### src/rtl/vdma_pkg.sv
package vdma_pkg;

  typedef enum logic [2:0] {
    SEL_SRC_HI = 3'd0,
    SEL_SRC_LO = 3'd1,
    SEL_DST_HI = 3'd2,
    SEL_DST_LO = 3'd3,
    SEL_CTRL   = 3'd4
  } vdma_sel_e;

  typedef enum logic [1:0] {
    MV_IDLE  = 2'd0,
    MV_READ  = 2'd1,
    MV_WRITE = 2'd2
  } mv_state_e;

  // Outcome of a control write, in decode priority order
  typedef enum logic [2:0] {
    CW_REJECT  = 3'd0,
    CW_CANCEL  = 3'd1,
    CW_GENERAL = 3'd2,
    CW_LCD_OFF = 3'd3,
    CW_HB_NOW  = 3'd4,
    CW_HB_ARM  = 3'd5
  } cw_kind_e;

  localparam logic [1:0] HBLANK_MODE = 2'd0;

endpackage

### src/rtl/vdma_mover.sv
module vdma_mover
  import vdma_pkg::*;
#(
  parameter int DATA_W     = 8,
  parameter int ADDR_W     = 16,
  parameter int CNT_W      = 12,
  parameter int VRAM_OFS_W = 13
) (
  input  logic              clk,
  input  logic              rst_n,
  input  logic              start_i,
  input  logic [ADDR_W-1:0] src_i,
  input  logic [ADDR_W-1:0] dst_i,
  input  logic [CNT_W-1:0]  len_i,
  output logic              rd_valid_o,
  input  logic              rd_ready_i,
  output logic [ADDR_W-1:0] rd_addr_o,
  input  logic [DATA_W-1:0] rd_data_i,
  output logic              wr_valid_o,
  input  logic              wr_ready_i,
  output logic [ADDR_W-1:0] wr_addr_o,
  output logic [DATA_W-1:0] wr_data_o,
  output logic              busy_o,
  output logic              done_o,
  output logic [ADDR_W-1:0] end_src_o,
  output logic [ADDR_W-1:0] end_dst_o
);

  localparam logic [CNT_W-1:0]      CNT_ONE = CNT_W'(1);
  localparam logic [VRAM_OFS_W-1:0] OFS_ONE = VRAM_OFS_W'(1);

  mv_state_e         st_q;
  logic [ADDR_W-1:0] src_q, dst_q;
  logic [CNT_W-1:0]  cnt_q;
  logic [DATA_W-1:0] buf_q;
  logic [ADDR_W-1:0] src_nxt, dst_nxt;
  logic              wr_fire;

  assign src_nxt = src_q + ADDR_W'(1);
  // destination wraps inside the video RAM window
  assign dst_nxt = {dst_q[ADDR_W-1:VRAM_OFS_W], dst_q[VRAM_OFS_W-1:0] + OFS_ONE};
  assign wr_fire = (st_q == MV_WRITE) && wr_ready_i;

  always_ff @(posedge clk) begin
    if (!rst_n) begin
      st_q  <= MV_IDLE;
      src_q <= '0;
      dst_q <= '0;
      cnt_q <= '0;
      buf_q <= '0;
    end else begin
      case (st_q)
        MV_IDLE: begin
          if (start_i) begin
            src_q <= src_i;
            dst_q <= dst_i;
            cnt_q <= len_i;
            st_q  <= MV_READ;
          end
        end
        MV_READ: begin
          if (rd_ready_i) begin
            buf_q <= rd_data_i;
            st_q  <= MV_WRITE;
          end
        end
        MV_WRITE: begin
          if (wr_ready_i) begin
            src_q <= src_nxt;
            dst_q <= dst_nxt;
            cnt_q <= cnt_q - CNT_ONE;
            st_q  <= (cnt_q == CNT_ONE) ? MV_IDLE : MV_READ;
          end
        end
        default: st_q <= MV_IDLE;
      endcase
    end
  end

  assign rd_valid_o = (st_q == MV_READ);
  assign rd_addr_o  = src_q;
  assign wr_valid_o = (st_q == MV_WRITE);
  assign wr_addr_o  = dst_q;
  assign wr_data_o  = buf_q;
  assign busy_o     = (st_q != MV_IDLE);
  assign done_o     = wr_fire && (cnt_q == CNT_ONE);
  assign end_src_o  = src_nxt;
  assign end_dst_o  = dst_nxt;

endmodule

### src/rtl/vdma_pacer.sv
module vdma_pacer
  import vdma_pkg::*;
(
  input  logic       clk,
  input  logic       rst_n,
  input  logic       lcd_on_i,
  input  logic [1:0] lcd_mode_i,
  input  logic       armed_i,
  input  logic       busy_i,
  input  logic       taken_i,
  output logic       fire_o
);

  logic in_hb, prev_hb_q, pend_q, entry, cand;

  assign in_hb = lcd_on_i && (lcd_mode_i == HBLANK_MODE);
  assign entry = in_hb && !prev_hb_q;
  // a block is owed for this blanking period until one has started
  assign cand   = (pend_q || entry) && armed_i && in_hb;
  assign fire_o = cand && !busy_i;

  always_ff @(posedge clk) begin
    if (!rst_n) begin
      prev_hb_q <= 1'b0;
      pend_q    <= 1'b0;
    end else begin
      prev_hb_q <= in_hb;
      pend_q    <= cand && !taken_i;
    end
  end

endmodule

### src/rtl/vdma_regs.sv
module vdma_regs
  import vdma_pkg::*;
#(
  parameter int DATA_W     = 8,
  parameter int ADDR_W     = 16,
  parameter int BLK_BYTES  = 16,
  parameter int CNT_W      = 12,
  parameter int VRAM_OFS_W = 13,
  parameter int VRAM_BASE  = 'h8000
) (
  input  logic              clk,
  input  logic              rst_n,
  input  logic              wr_en_i,
  input  logic [2:0]        sel_i,
  input  logic [DATA_W-1:0] wdata_i,
  output logic [DATA_W-1:0] rdata_o,
  input  logic              lcd_on_i,
  input  logic [1:0]        lcd_mode_i,
  input  logic              busy_i,
  input  logic              hb_fire_i,
  input  logic              done_i,
  input  logic [ADDR_W-1:0] end_src_i,
  input  logic [ADDR_W-1:0] end_dst_i,
  output logic              start_o,
  output logic [ADDR_W-1:0] start_src_o,
  output logic [ADDR_W-1:0] start_dst_o,
  output logic [CNT_W-1:0]  start_len_o,
  output logic              armed_o
);

  localparam int                ALIGN_W  = $clog2(BLK_BYTES);
  localparam int                LEN_W    = DATA_W - 1;
  localparam logic [ADDR_W-1:0] ALIGN_M  = ~ADDR_W'(BLK_BYTES - 1);
  localparam logic [ADDR_W-1:0] OFS_M    = ADDR_W'((1 << VRAM_OFS_W) - 1);
  localparam logic [ADDR_W-1:0] DST_M    = ALIGN_M & OFS_M;
  localparam logic [ADDR_W-1:0] VBASE    = ADDR_W'(VRAM_BASE);
  localparam logic [CNT_W-1:0]  BLK_LEN  = CNT_W'(BLK_BYTES);
  localparam logic [LEN_W-1:0]  LEN_ONE  = LEN_W'(1);
  localparam logic [DATA_W-1:0] CTRL_ONE = DATA_W'(1);
  localparam logic [DATA_W-1:0] MSB      = DATA_W'(1) << (DATA_W - 1);

  logic [DATA_W-1:0] src_hi_q, src_lo_q, dst_hi_q, dst_lo_q, ctrl_q;
  logic              hb_q;

  logic [ADDR_W-1:0] src_full, dst_full;
  logic              src_bad, ctl_wr, want_hb, wr_start, hb_start;
  logic [LEN_W-1:0]  len_f, len_bump;
  logic [CNT_W-1:0]  gen_len;
  cw_kind_e          kind;

  assign src_full = {src_hi_q, src_lo_q} & ALIGN_M;
  assign dst_full = VBASE | ({dst_hi_q, dst_lo_q} & DST_M);
  assign src_bad  = (src_full[ADDR_W-1:VRAM_OFS_W] == VBASE[ADDR_W-1:VRAM_OFS_W]);
  assign ctl_wr   = wr_en_i && !busy_i && (sel_i == SEL_CTRL);
  assign want_hb  = wdata_i[DATA_W-1];
  assign len_f    = wdata_i[LEN_W-1:0];
  assign len_bump = len_f + LEN_ONE;
  assign gen_len  = {({1'b0, len_f} + {1'b0, LEN_ONE}), {ALIGN_W{1'b0}}};

  always_comb begin
    if (src_bad)                            kind = CW_REJECT;
    else if (hb_q && !want_hb)              kind = CW_CANCEL;
    else if (!want_hb)                      kind = CW_GENERAL;
    else if (!lcd_on_i)                     kind = CW_LCD_OFF;
    else if (lcd_mode_i == HBLANK_MODE)     kind = CW_HB_NOW;
    else                                    kind = CW_HB_ARM;
  end

  assign wr_start    = ctl_wr && ((kind == CW_GENERAL) || (kind == CW_HB_NOW));
  assign hb_start    = hb_fire_i && !ctl_wr;
  assign start_o     = wr_start || hb_start;
  assign start_src_o = src_full;
  assign start_dst_o = dst_full;
  assign start_len_o = (wr_start && (kind == CW_GENERAL)) ? gen_len : BLK_LEN;
  assign armed_o     = hb_q;

  always_ff @(posedge clk) begin
    if (!rst_n) begin
      src_hi_q <= '0;
      src_lo_q <= '0;
      dst_hi_q <= '0;
      dst_lo_q <= '0;
      ctrl_q   <= '1;
      hb_q     <= 1'b0;
    end else if (ctl_wr) begin
      case (kind)
        CW_REJECT:  ctrl_q <= wdata_i | MSB;
        CW_CANCEL: begin
          ctrl_q <= ctrl_q | MSB;
          hb_q   <= 1'b0;
        end
        CW_GENERAL: begin
          ctrl_q <= {1'b0, len_f};
          hb_q   <= 1'b0;
        end
        CW_LCD_OFF: begin
          ctrl_q <= {1'b1, len_bump};
          hb_q   <= 1'b0;
        end
        default: begin
          ctrl_q <= {1'b0, len_f};
          hb_q   <= 1'b1;
        end
      endcase
    end else if (done_i) begin
      src_hi_q <= end_src_i[ADDR_W-1:DATA_W];
      src_lo_q <= end_src_i[DATA_W-1:0];
      dst_hi_q <= end_dst_i[ADDR_W-1:DATA_W];
      dst_lo_q <= end_dst_i[DATA_W-1:0];
      if (hb_q) begin
        ctrl_q <= ctrl_q - CTRL_ONE;
        if (ctrl_q == '0) hb_q <= 1'b0;
      end else begin
        ctrl_q <= '1;
      end
    end else if (wr_en_i && !busy_i) begin
      case (sel_i)
        SEL_SRC_HI: src_hi_q <= wdata_i;
        SEL_SRC_LO: src_lo_q <= wdata_i;
        SEL_DST_HI: dst_hi_q <= wdata_i;
        SEL_DST_LO: dst_lo_q <= wdata_i;
        default: ;
      endcase
    end
  end

  always_comb begin
    case (sel_i)
      SEL_SRC_HI: rdata_o = src_hi_q;
      SEL_SRC_LO: rdata_o = src_lo_q;
      SEL_DST_HI: rdata_o = dst_hi_q;
      SEL_DST_LO: rdata_o = dst_lo_q;
      SEL_CTRL:   rdata_o = ctrl_q;
      default:    rdata_o = '1;
    endcase
  end

endmodule

### src/rtl/vram_blit_engine.sv
module vram_blit_engine
  import vdma_pkg::*;
#(
  parameter int DATA_W     = 8,
  parameter int BLK_BYTES  = 16,
  parameter int VRAM_OFS_W = 13,
  parameter int VRAM_BASE  = 'h8000
) (
  input  logic                  clk,
  input  logic                  rst_n,
  input  logic                  cfg_wr_en,
  input  logic [2:0]            cfg_sel,
  input  logic [DATA_W-1:0]     cfg_wdata,
  output logic [DATA_W-1:0]     cfg_rdata,
  input  logic                  lcd_on,
  input  logic [1:0]            lcd_mode,
  output logic                  mem_rd_valid,
  input  logic                  mem_rd_ready,
  output logic [2*DATA_W-1:0]   mem_rd_addr,
  input  logic [DATA_W-1:0]     mem_rd_data,
  output logic                  mem_wr_valid,
  input  logic                  mem_wr_ready,
  output logic [2*DATA_W-1:0]   mem_wr_addr,
  output logic [DATA_W-1:0]     mem_wr_data,
  output logic                  cpu_stall
);

  localparam int ADDR_W  = 2 * DATA_W;
  localparam int ALIGN_W = $clog2(BLK_BYTES);
  localparam int CNT_W   = DATA_W + ALIGN_W;

  logic              start, busy, done, hb_fire, armed;
  logic [ADDR_W-1:0] start_src, start_dst, end_src, end_dst;
  logic [CNT_W-1:0]  start_len;

  vdma_regs #(
    .DATA_W(DATA_W), .ADDR_W(ADDR_W), .BLK_BYTES(BLK_BYTES), .CNT_W(CNT_W),
    .VRAM_OFS_W(VRAM_OFS_W), .VRAM_BASE(VRAM_BASE)
  ) u_regs (
    .clk(clk), .rst_n(rst_n),
    .wr_en_i(cfg_wr_en), .sel_i(cfg_sel), .wdata_i(cfg_wdata), .rdata_o(cfg_rdata),
    .lcd_on_i(lcd_on), .lcd_mode_i(lcd_mode),
    .busy_i(busy), .hb_fire_i(hb_fire), .done_i(done),
    .end_src_i(end_src), .end_dst_i(end_dst),
    .start_o(start), .start_src_o(start_src), .start_dst_o(start_dst),
    .start_len_o(start_len), .armed_o(armed)
  );

  vdma_pacer u_pacer (
    .clk(clk), .rst_n(rst_n),
    .lcd_on_i(lcd_on), .lcd_mode_i(lcd_mode),
    .armed_i(armed), .busy_i(busy), .taken_i(start),
    .fire_o(hb_fire)
  );

  vdma_mover #(
    .DATA_W(DATA_W), .ADDR_W(ADDR_W), .CNT_W(CNT_W), .VRAM_OFS_W(VRAM_OFS_W)
  ) u_mover (
    .clk(clk), .rst_n(rst_n),
    .start_i(start), .src_i(start_src), .dst_i(start_dst), .len_i(start_len),
    .rd_valid_o(mem_rd_valid), .rd_ready_i(mem_rd_ready),
    .rd_addr_o(mem_rd_addr), .rd_data_i(mem_rd_data),
    .wr_valid_o(mem_wr_valid), .wr_ready_i(mem_wr_ready),
    .wr_addr_o(mem_wr_addr), .wr_data_o(mem_wr_data),
    .busy_o(busy), .done_o(done),
    .end_src_o(end_src), .end_dst_o(end_dst)
  );

  assign cpu_stall = busy;

endmodule

### config.mk
export PLATFORM = sky130hd
export DESIGN_NAME = vram_blit_engine
export DESIGN_NICKNAME = d
export VERILOG_FILES = /design/src/rtl/vdma_pkg.sv /design/src/rtl/vdma_mover.sv /design/src/rtl/vdma_pacer.sv /design/src/rtl/vdma_regs.sv /design/src/rtl/vram_blit_engine.sv
export SDC_FILE = /design/constraint.sdc
export NUM_CORES = 1
export LEC_CHECK = 0
export BUFFER_PORTS_ARGS = -buffer_cell sky130_fd_sc_hd__buf_2
export CAP_MARGIN = 20
export CORE_MARGIN = 3
export CORE_UTILIZATION = 50
export CTS_BUF_LIST = sky130_fd_sc_hd__clkbuf_16
export CTS_CLUSTER_SIZE = 10
export DETAILED_ROUTE_END_ITERATION = 16
export PLACE_DENSITY = 0.71
export SYNTH_ARGS = -nofsm -noshare
export SYNTH_HDL_FRONTEND = slang
export SYNTH_SLANG_ARGS = --single-unit
### constraint.sdc
create_clock -name clk -period 5.7 [get_ports clk]
set_input_delay 0.57 -clock clk [delete_from_list [all_inputs] [get_ports clk]]
set_output_delay 0.57 -clock clk [all_outputs]
set_load 0.005 [all_outputs]
== Word level (Yosys, flattened, before mapping) ==
Cells that the tools add are included.

* Bitwise logic cells: 2
* Multiplexer cells: 42
* $add $sub $neg: 6
* Equality and inequality tests: 17
* Reductions and logical operators: 46

{| class="wikitable"
|+ Operators by type and width
! kind !! count
|-
| 2-to-1 mux 8 bit || 15
|-
| one-hot mux 16 bit (2 select lines) || 2
|-
| 2-to-1 mux 16 bit || 3
|-
| one-hot mux 8 bit (5 select lines) || 1
|-
| 2-to-1 mux 12 bit || 3
|-
| one-hot mux 12 bit (2 select lines) || 1
|-
| one-hot mux 8 bit (3 select lines) || 1
|-
| AND reduction 3 bit || 7
|-
| adder 16 x 1 -> 16 bit (second input constant) || 1
|-
| nonzero test 2 bit || 8
|-
| logical AND 1 bit || 14
|-
| adder 13 x 1 -> 13 bit (second input constant) || 1
|-
| 2-to-1 mux 13 bit || 1
|-
| == test 12 x 1 -> 1 bit (second input constant) || 1
|-
| == test 3 x 2 -> 1 bit (second input constant) || 4
|-
| 2-to-1 mux 3 bit || 4
|-
| subtractor 12 x 1 -> 12 bit (second input constant) || 1
|-
| == test 3 bit (second input constant) || 3
|-
| adder 7 x 1 -> 8 bit (second input constant) || 1
|-
| zero test 8 bit || 1
|-
| subtractor 8 x 1 -> 8 bit (second input constant) || 1
|-
| adder 7 x 1 -> 7 bit (second input constant) || 1
|-
| == test 3 x 1 -> 1 bit (second input constant) || 2
|-
| zero test 3 bit || 2
|-
| other kinds (14) || 34
|}

* Logic and storage cells: 128
* Register bits after elaboration: 97
* Input port bits: 27

== Depth between registers and ports, before layout ==
Gate-level depths: netlist of run 1.

* Word-level depth: 13
* Mapped depth: 9

== Hierarchy ==
A second synthesis of run 1 with hierarchy kept.

* Cells, all modules: 859
* Area total of the unflattened synthesis: 6575.1 um2

{| class="wikitable"
|+ By module, submodules not included
! module !! area an instance (um2) !! cells an instance !! times used
|-
| vdma_mover || 3510.9 || 465 || 1
|-
| vdma_regs || 2967.8 || 385 || 1
|-
| vdma_pacer || 96.3 || 9 || 1
|}

== Worst setup path before layout of run 1 ==
No wires, ideal clock.

* Path kind: input to register
* From: input cfg_sel[0]
* To: register u_mover.cnt_q[9]
* Required time: 5.577 ns
* Path slack: 3.434 ns
* Stages on the path: 8
* Data arrival time: 2.143 ns
* Path through: buf_6 nand4bb_1 and4_1 o21a_1 buf_4 o21ai_2 buf_4 o22ai_1

* Word-level cells in the longest chain between the ends: 7

{| class="wikitable"
|+ RTL lines
! element !! line !! source
|-
| start: declaration || vram_blit_engine.sv:12 || <nowiki>input logic [2:0] cfg_sel,</nowiki>
|-
| == test 3 bit * || vdma_regs.sv:54 || <nowiki>assign ctl_wr = wr_en_i && !busy_i && (sel_i == SEL_CTRL);</nowiki>
|-
| logical AND 1 bit * || vdma_regs.sv:54 ||
|-
| logical AND 1 bit / zero test 1 bit (equally long branches) || vdma_regs.sv:69, vdma_regs.sv:70 ||
|-
| logical AND 1 bit (on tied branches) || vdma_regs.sv:74, vdma_regs.sv:70 ||
|-
| 2-to-1 mux 12 bit / logical OR 1 bit (equally long branches) || vdma_regs.sv:74, vdma_regs.sv:71 ||
|-
| 2-to-1 mux 12 bit / != test 2 bit (equally long branches) || n/a ||
|-
| one-hot mux 12 bit (2 select lines) / AND reduction 3 bit (equally long branches) || n/a ||
|-
| end signal: assignment || vdma_mover.sv:57 || <nowiki>cnt_q <= len_i;</nowiki>
|-
| end signal: assignment || vdma_mover.sv:71 || <nowiki>cnt_q <= cnt_q - CNT_ONE;</nowiki>
|-
| end: declaration || vdma_mover.sv:34 || <nowiki>logic [CNT_W-1:0] cnt_q;</nowiki>
|}

Every way passes the cells marked *; elsewhere a longest branch is shown, timed or not. The select of a mux whose other input is x is not followed.
A chain may end at the register's enable or synchronous reset.

== Final worst setup path of run 1 ==
* From: register u_mover.st_q[1]
* To: output mem_wr_valid

* Word-level cells in the longest chain between the ends: 1

{| class="wikitable"
|+ RTL lines
! element !! line !! source
|-
| start: declaration || vdma_mover.sv:32 || <nowiki>mv_state_e st_q;</nowiki>
|-
| start signal: assignment || vdma_mover.sv:72 || <nowiki>st_q <= (cnt_q == CNT_ONE) ? MV_IDLE : MV_READ;</nowiki>
|-
| == test 2 bit || vdma_mover.sv:82 || <nowiki>assign wr_valid_o = (st_q == MV_WRITE);</nowiki>
|-
| end: declaration || vram_blit_engine.sv:21 || <nowiki>output logic mem_wr_valid,</nowiki>
|}

Every way passes these cells.

==> results.toml, run 1 <==
[setup_path]
timing.critical_path.from = "u_mover.st_q[1]"
startpoint_type = "flip-flop"
reg2reg_setup_slack_ns = 2.36
endpoint = "mem_wr_valid"
arrival_ns = 2.80
critical_path.max_fanout = 29
cp_data_required_time_ns = 5.13
r2r_cells = 5
crit-reg2reg-launch = "u_mover.st_q[1]"
critPathCaptureType = "output port"
timing.setup.critical_path_class = "reg2out"
crit-reg2reg-capture = "u_mover.wr_addr_o[8]"

[placement]
post-dp-hpwl_microns = 13600
finalWeightedCongestion = 0.910
dp.cells = 918
port_buffers = 75

[drt]
routed_wl_microns = 18900
detail_route.drc_violations = 0
ant_nets = 0
via_density_per_instance = 6.53
wire_per_inst_microns = 20.3
routed-via-count = 6101
drt_first_iter_violations = 784
detailedRoute.firstPassIterationCount = 5

[synthesis]
syn-instance-count = 758
ys.flop_type = "dfxtp_1"
synthArstFlopShare = 0
syn-mean-instance-area_sq_um = 7.61
synthesis.yosys.warnings = 0
synth_seq_cells = 95
seq_area_frac_synth = 0.330
synth_enable_flop_cells = 0
synthesis.area_sq_um = 5770
post_synth_num_cell_types = 70

[cts]
clock_buffer_count_from_cts = 9
cts.sink_count = 95
cts_max_path_buffers = 2
clk_latency_worst_skew_pair_ns = 0.35
number_of_hold_repair_buffers_added_at_the_cts_stage = 0
h_tree_depth = 3
count_of_cells_resized_by_post_cts_repair = 0
worst_setup_hold_path_clk_slew_ns = 0.06
post-cts-setup-buffers = 0
clockRootBuffer = "clkbuf_16"
tritoncts = "done"

[sta]
setup_tns_ns = 0
layout_worst_path_cycle_share = 0.591
final.setup_skew_ns = 0.00887
maximum_achievable_frequency_mhz = 297
slew_violations = 0
finalHoldViolations = 0
setup_viol_count_final = 0
slew_headroom = 0.290
tightest_slew_ns = 1.06
final.min_clock_period_ns = 3.37
grt_setup_unrepaired = "false"

[global_route]
largest_net_degree_at_the_start_of_global_routing = 57
first_global_vias = 5575
grt_util_all_layers = 0.295
grt_first_pass_wirelength_microns = 30400
grt.overflow.total = 0
initial_antenna_violation_count = 0

[cells_and_area]
synthToLayoutAreaGrowth_pct = 11.1
register_area_sq_um = 1900
multiInputGateArea_sq_um = 3540
finalNetCount = 823
insertedDiodeCount = 0
final_layout_size_suffix_gt1_frac = 0.153
finish.cell_count_without_fillers = 935
fillers = 1065

[min_path]
holdPathStages = 2
worst_hold_path_type = "reg2reg"
hold_path_startpoint = "u_mover.wr_data_o[1]"

[floorplan]
fp.dieH_microns = 113
start_util = 0.521
number_of_core_rows = 38
placeableCoreArea_sq_um = 11100
die_w_microns = 113
dieArea_sq_um = 12900
top_level_ports = 78

[run_status]
status = "completed"

[power]
power_leakage_uw = 0.00249
vdd_ir_drop_max_mv = 0.162
power.density_cell_area_nw_per_um2 = 228

[job]
max_cap_violations = 0
-- flip-flops by register name, summed over array words and instances, names as in the netlist --
| register | flops |
|---|---|
| u_mover.rd_addr_o | 16 |
| u_mover.wr_addr_o | 14 |
| u_mover.cnt_q | 12 |
| u_mover.wr_data_o | 8 |
| u_regs.ctrl_q | 8 |
| u_regs.dst_hi_q | 8 |
| u_regs.dst_lo_q | 8 |
| u_regs.src_hi_q | 8 |
| u_regs.src_lo_q | 8 |
| u_mover.st_q | 2 |
| u_pacer.pend_q | 1 |
| u_pacer.prev_hb_q | 1 |
| u_regs.armed_o | 1 |
-- through the flow --
step	hold slack [ns]	worst slack (ns)	util	instance area, sq um	total power, uW
after global routing	0.470	2.16	0.579	6410	1510
after CTS	0.453	2.42	0.578	6410	1460
final	0.452	2.33	0.579	6410	1460
after detailed placement	0.444	2.51	0.551	6100	836
after floorplan	0.432	3.43	-	5780	788
after global placement	0.441	2.61	0.551	6100	834
-- critical path: stages (launching register included) --
cell and delay [ns]:
dfxtp_1 0.89, nand2_1 0.80, inv_1 0.24, buf_4 0.33, buf_2 0.18
-- cells in the mapped netlist, types with 5 or more instances --
master    count  share of area
dfxtp_1      95           0.33
nand2_1      95          0.062
a21oi_1      60          0.052
nand3_1      56          0.049
nor2_1       54          0.035
clkbuf_1     42          0.027
o21ai_0      36          0.031
nor3_1       21          0.018
o22ai_1      21          0.023
inv_1        17          0.011
o211ai_1     15          0.020
xor2_1       15          0.023
nand4_1      14          0.015
xnor2_1      14          0.021
buf_2        12          0.010
a22oi_1      11          0.014
mux2_2       10          0.020
a221oi_1      9          0.014
a31oi_1       8         0.0087
and3_1        8         0.0087
nor4_1        8         0.0087
a311oi_1      7          0.011
and4_1        7          0.011
o221ai_1      7          0.011
a31o_2        6         0.0091
ha_1          6          0.013
nor3b_1       6         0.0078
o21a_1        6         0.0078
o32ai_1       6         0.0091
or3_1         6         0.0065
a21o_1        5         0.0065
and2_1        5         0.0054
nand2b_1      5         0.0054
nor2b_1       5         0.0054
-- worst min-delay path by stage --
stage                                       to  slack (ns)
after floorplan             u_regs.dst_hi_q[5]        0.43
after global placement    u_mover.wr_data_o[1]        0.44
after detailed placement  u_mover.wr_data_o[6]        0.44
after CTS                 u_mover.wr_data_o[6]        0.45
after global routing      u_mover.wr_data_o[0]        0.47
final                     u_mover.wr_data_o[1]        0.45
-- routing by layer --
layer	part of all wire	up-vias	track usage	wire length, microns
li1	-	2869	-	-
met1	0.44	2867	0.434	8360
met2	0.44	330	0.433	8340
met3	0.099	35	0.0748	1880
met4	0.020	0	0.0721	371
met5	0	-	0	0
-- report_power, final --
group / internal (uW) / switching (uW)
clock: 378 / 259
combinational: 49.0 / 92.1
sequential: 673 / 11.4
-- layout by cell type (no fill, tap or decap), drive strengths merged, types with 9 or more instances in the layout --
cell	instances
o21ai	38
a221oi	9
o22ai	21
o211ai	15
nand4	14
clkbuf	9
a22oi	11
nor3	21
nor2	55
nand2	95
xnor2	14
xor2	15
buf	82
inv	19
dfxtp	95
nand3	56
mux2	10
a21oi	60
-- logic make-up (layout without fill, tap and decap cells) --
group / Yosys count / after routing / share of synthesized area
buf+inv: 79 / 115 / 0.0579
other cells: 1 / 2 / 0.000650
flops: 95 / 95 / 0.330
mux: 14 / 14 / 0.0264
compound gates: 230 / 230 / 0.270
simple gates: 304 / 304 / 0.258
fa+ha+maj: 6 / 6 / 0.0130
xor+xnor: 29 / 29 / 0.0440
-- final cells by class --
type	count	share of cell area
clock buffers	9	0.0351
clock inverters	7	0.0125
inverters	17	0.00995
multi-input cells	585	0.552
flip-flops and latches	95	0.297
well taps	140	0.0273
repair buffers	82	0.0667
No activity file was read; power rests on OpenSTA's default activity.
==> inputs of run 2 (changes only) <==
- PLACE_DENSITY: 0.71 -> 0.74
- clock period: 5.7 -> 2.7 ns (I/O delays scaled with it)
==> run 2 against run 1 <==
Effect of this change:
- sequential share of layout area is 0.71 points lower
- cell count increased by 1.8%
- global-route usage is 0.11 points lower
- critical path depth up 2
- hold slack got worse by 0.29 ns
- highest routed layer unchanged
==> results.toml, run 2 (synthesis gave the netlist of run 1 again) <==
[cts]
tritoncts = "done"
worst_setup_hold_path_clk_slew_ns = 0.07
clock_buffer_count_from_cts = 9
clockRootBuffer = "clkbuf_16"
post-cts-setup-buffers = 0
cts_max_path_buffers = 2
number_of_hold_repair_buffers_added_at_the_cts_stage = 0
clk_latency_worst_skew_pair_ns = 0.35
count_of_cells_resized_by_post_cts_repair = 0
cts.sink_count = 95
h_tree_depth = 3

[global_route]
grt.overflow.total = 0
grt_first_pass_wirelength_microns = 30300
initial_antenna_violation_count = 0
largest_net_degree_at_the_start_of_global_routing = 44
first_global_vias = 5639
grt_util_all_layers = 0.294

[drt]
detail_route.drc_violations = 0
routed-via-count = 6170
ant_nets = 0
via_density_per_instance = 6.48
drt_first_iter_violations = 681
detailedRoute.firstPassIterationCount = 6
routed_wl_microns = 19100
wire_per_inst_microns = 20.0

[sta]
tightest_slew_ns = 0.978
timing.hold.ws_ns = 0.166
slew_violations = 0
maximum_achievable_frequency_mhz = 420
final.setup_skew_ns = 0.00714
final.min_clock_period_ns = 2.38
slew_headroom = 0.348
grt_setup_unrepaired = "false"
setup_tns_ns = 0
finalHoldViolations = 0
setup_viol_count_final = 0
layout_worst_path_cycle_share = 0.882

[cells_and_area]
final_layout_size_suffix_gt1_frac = 0.174
layout_common_cells = "nand2_1 (95), dfxtp_1 (95), buf_2 (75)"
insertedDiodeCount = 0
final_design_area_no_fill_sq_um = 6570
finish.cell_count_without_fillers = 952
finalNetCount = 841
synthToLayoutAreaGrowth_pct = 13.9
largest_register_ff_count = 16
fillers = 1019

[setup_path]
cpLargestDelayFamily = "compound AO/OA/AOI/OAI gates"
arrival_ns = 2.66
cp_data_required_time_ns = 2.98
crit-reg2reg-launch = "u_regs.src_hi_q[7]"
timing.setup.critical_path_class = "reg2reg"
startpoint_type = "flip-flop"
critical_path_buf_inv_count = 1
crit_slowest_cell = "o21ai_2"
path_cells = "nor3b_1 -> buf_4 -> a2111oi_4 -> o21ai_2 -> nand2_1 -> a31oi_1"
timing.critical_path.from = "u_regs.src_hi_q[7]"
r2r_cells = 6
critical-path-max-stage-delay_ns = 0.80
reg2reg_setup_slack_ns = 0.32
crit-reg2reg-capture = "u_mover.rd_addr_o[3]"
critical_path.max_fanout = 21
critPathCaptureType = "flip-flop"

[run_status]
status = "completed"

[floorplan]
placeableCoreArea_sq_um = 11100
fp.dieH_microns = 113
die_w_microns = 113
top_level_ports = 78
start_util = 0.521
dieArea_sq_um = 12900
number_of_core_rows = 38

[power]
power.density_cell_area_nw_per_um2 = 487
share_comb_of_total_power = 0.097
post-layout-total-power_uw = 3200
power_leakage_uw = 0.00258
power_switching_uw = 778
vdd_ir_drop_max_mv = 0.268
switching_share = 0.243
internal_power_uw = 2420
seq_power_share = 0.451
power.share.clock = 0.452

[min_path]
holdPathStages = 3
worst_hold_path.endpoint = "u_mover.wr_data_o[0]"
worst_hold_path_type = "in2reg"
hold_path_startpoint = "mem_rd_data[0]"

[placement]
dpl_cell_area_sq_um = 6240
dp.cells = 936
port_buffers = 75
finalWeightedCongestion = 0.921
post-dp-hpwl_microns = 13700

[job]
max_cap_violations = 0
run 2: cell type report:
| class | instances | area (sq um) | share of cell area |
|---|---|---|---|
| sequential | 95 | 1900 | 0.289 |
| clock inverter | 6 | 103 | 0.0156 |
| timing repair buffer | 100 | 563 | 0.0857 |
| inverter | 17 | 63.8 | 0.00971 |
| tap | 140 | 175 | 0.0267 |
| multi-input combinational | 585 | 3540 | 0.539 |
| clock buffer | 9 | 225 | 0.0343 |
run 2: per-stage QoR:
stage	setup slack, ns	util
global placement	0.245	0.563
finish	0.319	0.593
global route	0.171	0.593
detailed placement	0.216	0.563
floorplan	0.734	-
CTS	0.384	0.593
run 2: power groups by stage:
stage	clock [uW]	sequential [uW]	combinational [uW]
after floorplan	0	1460	199
after global placement	0	1470	297
after detailed placement	0	1470	303
after CTS	1450	1440	305
after global routing	1510	1440	338
final	1450	1440	311
run 2: how the worst max path moves through the flow:
stage | endpoint | slack, ns | depth (start not counted)
after global placement | u_mover.wr_addr_o[3] | 0.24 | 6
after detailed placement | u_mover.wr_addr_o[3] | 0.22 | 6
final | u_mover.rd_addr_o[3] | 0.32 | 6
after global routing | u_regs.src_lo_q[6] | 0.17 | 8
after CTS | u_mover.rd_addr_o[3] | 0.38 | 6
after floorplan | u_mover.cnt_q[9] | 0.73 | 8
run 2: metal layers:
metal,wire length [microns],track usage
met4,403,0.0801
met3,1840,0.0599
met5,0,0
met2,8190,0.435
met1,8640,0.436
run 2: worst reg2reg max path: cells and delay by family (launching register included):
| kind | cells | cell delay, ns |
|---|---|---|
| flip-flops | 1 | 0.40 |
| AO/OA/AOI/OAI | 3 | 1.14 |
| AND/OR/NAND/NOR | 2 | 0.59 |
| buffers and inverters | 1 | 0.18 |
==> inputs of run 3 (changes only) <==
- CORE_UTILIZATION: 50 -> 45
- PLACE_DENSITY: 0.74 -> unset
- clock period: 2.7 -> 2.4 ns (I/O delays scaled with it)
==> run 3 against run 2 <==
Effect of this change:
- critical path type unchanged
- clock skew grew 0.0013 ns
- core utilization decreased by 4.5 points
- via count barely moved
- cell area up 2.4%
- non-clock buffer count up 16
- critical endpoint is now u_regs.dst_lo_q[3]
- critical path depth is 1 higher
- largest cell class unchanged
- sequential cell count unchanged
- hold slack worse by 0.031 ns
==> results.toml, run 3 (synthesis gave the netlist of run 1 again) <==
[run_status]
status = "completed"

[setup_path]
arrival_ns = 2.44
critical_path.max_fanout = 43
critPathCaptureType = "flip-flop"
cp_data_required_time_ns = 2.68
startpoint_type = "flip-flop"
timing.setup.critical_path_class = "reg2reg"

[cells_and_area]
synthToLayoutAreaGrowth_pct = 16.6
fillers = 1199
final_design_area_no_fill_sq_um = 6730
final_layout_size_suffix_gt1_frac = 0.192
insertedDiodeCount = 0
finalNetCount = 857
register_area_sq_um = 1900
largest_register_ff_count = 16
mostFrequentLayoutCell = "dfxtp_1"
multiInputGateArea_sq_um = 3540
fin_util = 0.549
layout_common_cells = "dfxtp_1 (95), nand2_1 (94), buf_2 (75)"

[floorplan]
die_w_microns = 119
top_level_ports = 78
fp.dieH_microns = 119
dieArea_sq_um = 14200
start_util = 0.471
placeableCoreArea_sq_um = 12300
number_of_core_rows = 40

[power]
seq_power_share = 0.475
power.share.clock = 0.420
vdd_ir_drop_max_mv = 0.335
switching_share = 0.260
share_comb_of_total_power = 0.106
power_switching_uw = 889
internal_power_uw = 2530
power.density_cell_area_nw_per_um2 = 509
power_leakage_uw = 0.00266

[drt]
ant_nets = 0
via_density_per_instance = 6.19
drt_first_iter_violations = 722
routed-via-count = 6171
routed_wl_microns = 19900
wire_per_inst_microns = 20.0
detail_route.drc_violations = 0
detailedRoute.firstPassIterationCount = 5

[placement]
post-dp-hpwl_microns = 14600
port_buffers = 75
finalWeightedCongestion = 0.892
dpl_cell_area_sq_um = 6440

[sta]
grt_setup_unrepaired = "false"
maximum_achievable_frequency_mhz = 463
setup_tns_ns = 0
final.setup_skew_ns = 0.00842
finalHoldViolations = 0
final.min_clock_period_ns = 2.16
tightest_slew_ns = 0.745
slew_violations = 0
timing.hold.ws_ns = 0.135
slew_headroom = 0.504
setup_viol_count_final = 0
layout_worst_path_cycle_share = 0.901

[cts]
post-cts-setup-buffers = 0
clk_latency_worst_skew_pair_ns = 0.35
clock_buffer_count_from_cts = 9
worst_setup_hold_path_clk_slew_ns = 0.07
number_of_hold_repair_buffers_added_at_the_cts_stage = 0
cts.sink_count = 95
clockRootBuffer = "clkbuf_16"
tritoncts = "done"
h_tree_depth = 3
cts_max_path_buffers = 2
count_of_cells_resized_by_post_cts_repair = 0

[global_route]
grt_util_all_layers = 0.278
first_global_vias = 5733
initial_antenna_violation_count = 0
largest_net_degree_at_the_start_of_global_routing = 44
grt_first_pass_wirelength_microns = 31500
grt.overflow.total = 0

[job]
max_cap_violations = 0

[min_path]
worst_hold_path_type = "in2reg"
-- run 3: cell types whose count changed in the layout (fill, tap and decap cells not counted) --
cell        previous run  this run
buf_4                 25        38
clkinv_2               1         2
nand2_1               95        94
inv_6                  0         1
bufinv_16              3         1
clkinvlp_4             0         1
buf_12                 0         3
nand2_2                0         1
-- run 3: path summary, 6_finish.rpt --
kind	slack, ns	end	depth (start not counted)	startpoint
min	0.13	u_mover.wr_data_o[2]	3	mem_rd_data[2]
min reg2reg	0.45	u_mover.wr_data_o[2]	2	u_mover.wr_data_o[2]
max reg2reg	0.24	u_regs.dst_lo_q[3]	7	u_mover.cnt_q[0]
max	0.24	u_regs.dst_lo_q[3]	7	u_mover.cnt_q[0]
-- run 3: worst max-delay path, cell delays in order, from the launching register on --
cell,delay [ns]
dfxtp_1,0.40
ha_1,0.16
nor4b_1,0.35
nand4_1,0.21
buf_12,0.22
nand2_1,0.36
o211ai_1,0.19
a21oi_1,0.18
-- run 3: per-layer routing --
metal,track usage,vias up,part of all wire
met4,0.0992,0,0.025
met3,0.0480,27,0.087
met1,0.413,2891,0.47
met2,0.401,306,0.42
met5,0,-,0
li1,-,2947,-
-- run 3: through the flow --
stage,std cells,setup slack [ns],total power (uW)
2_1_floorplan,759,0.435,1870
3_3_place_gp,980,0.105,2010
3_5_place_dp,981,0.184,2010
4_1_cts,997,0.178,3430
5_1_grt,997,0.0341,3520
6_report,997,0.238,3420
-- run 3: area by class of cell --
| cell class | instances | area share |
|---|---|---|
| clock buffers | 9 | 0.0335 |
| clock inverters | 7 | 0.00948 |
| inverters | 17 | 0.00948 |
| multi-input cells | 585 | 0.527 |
| flip-flops and latches | 95 | 0.283 |
| well taps | 168 | 0.0312 |
| repair buffers | 116 | 0.107 |
-- run 3: power groups by stage --
| stage | clock, uW | combinational (uW) | sequential (uW) |
|---|---|---|---|
| 2_1_floorplan | 0 | 223 | 1650 |
| 3_3_place_gp | 0 | 352 | 1660 |
| 3_5_place_dp | 0 | 355 | 1660 |
| 4_1_cts | 1450 | 357 | 1620 |
| 5_1_grt | 1500 | 395 | 1620 |
| 6_report | 1440 | 361 | 1620 |
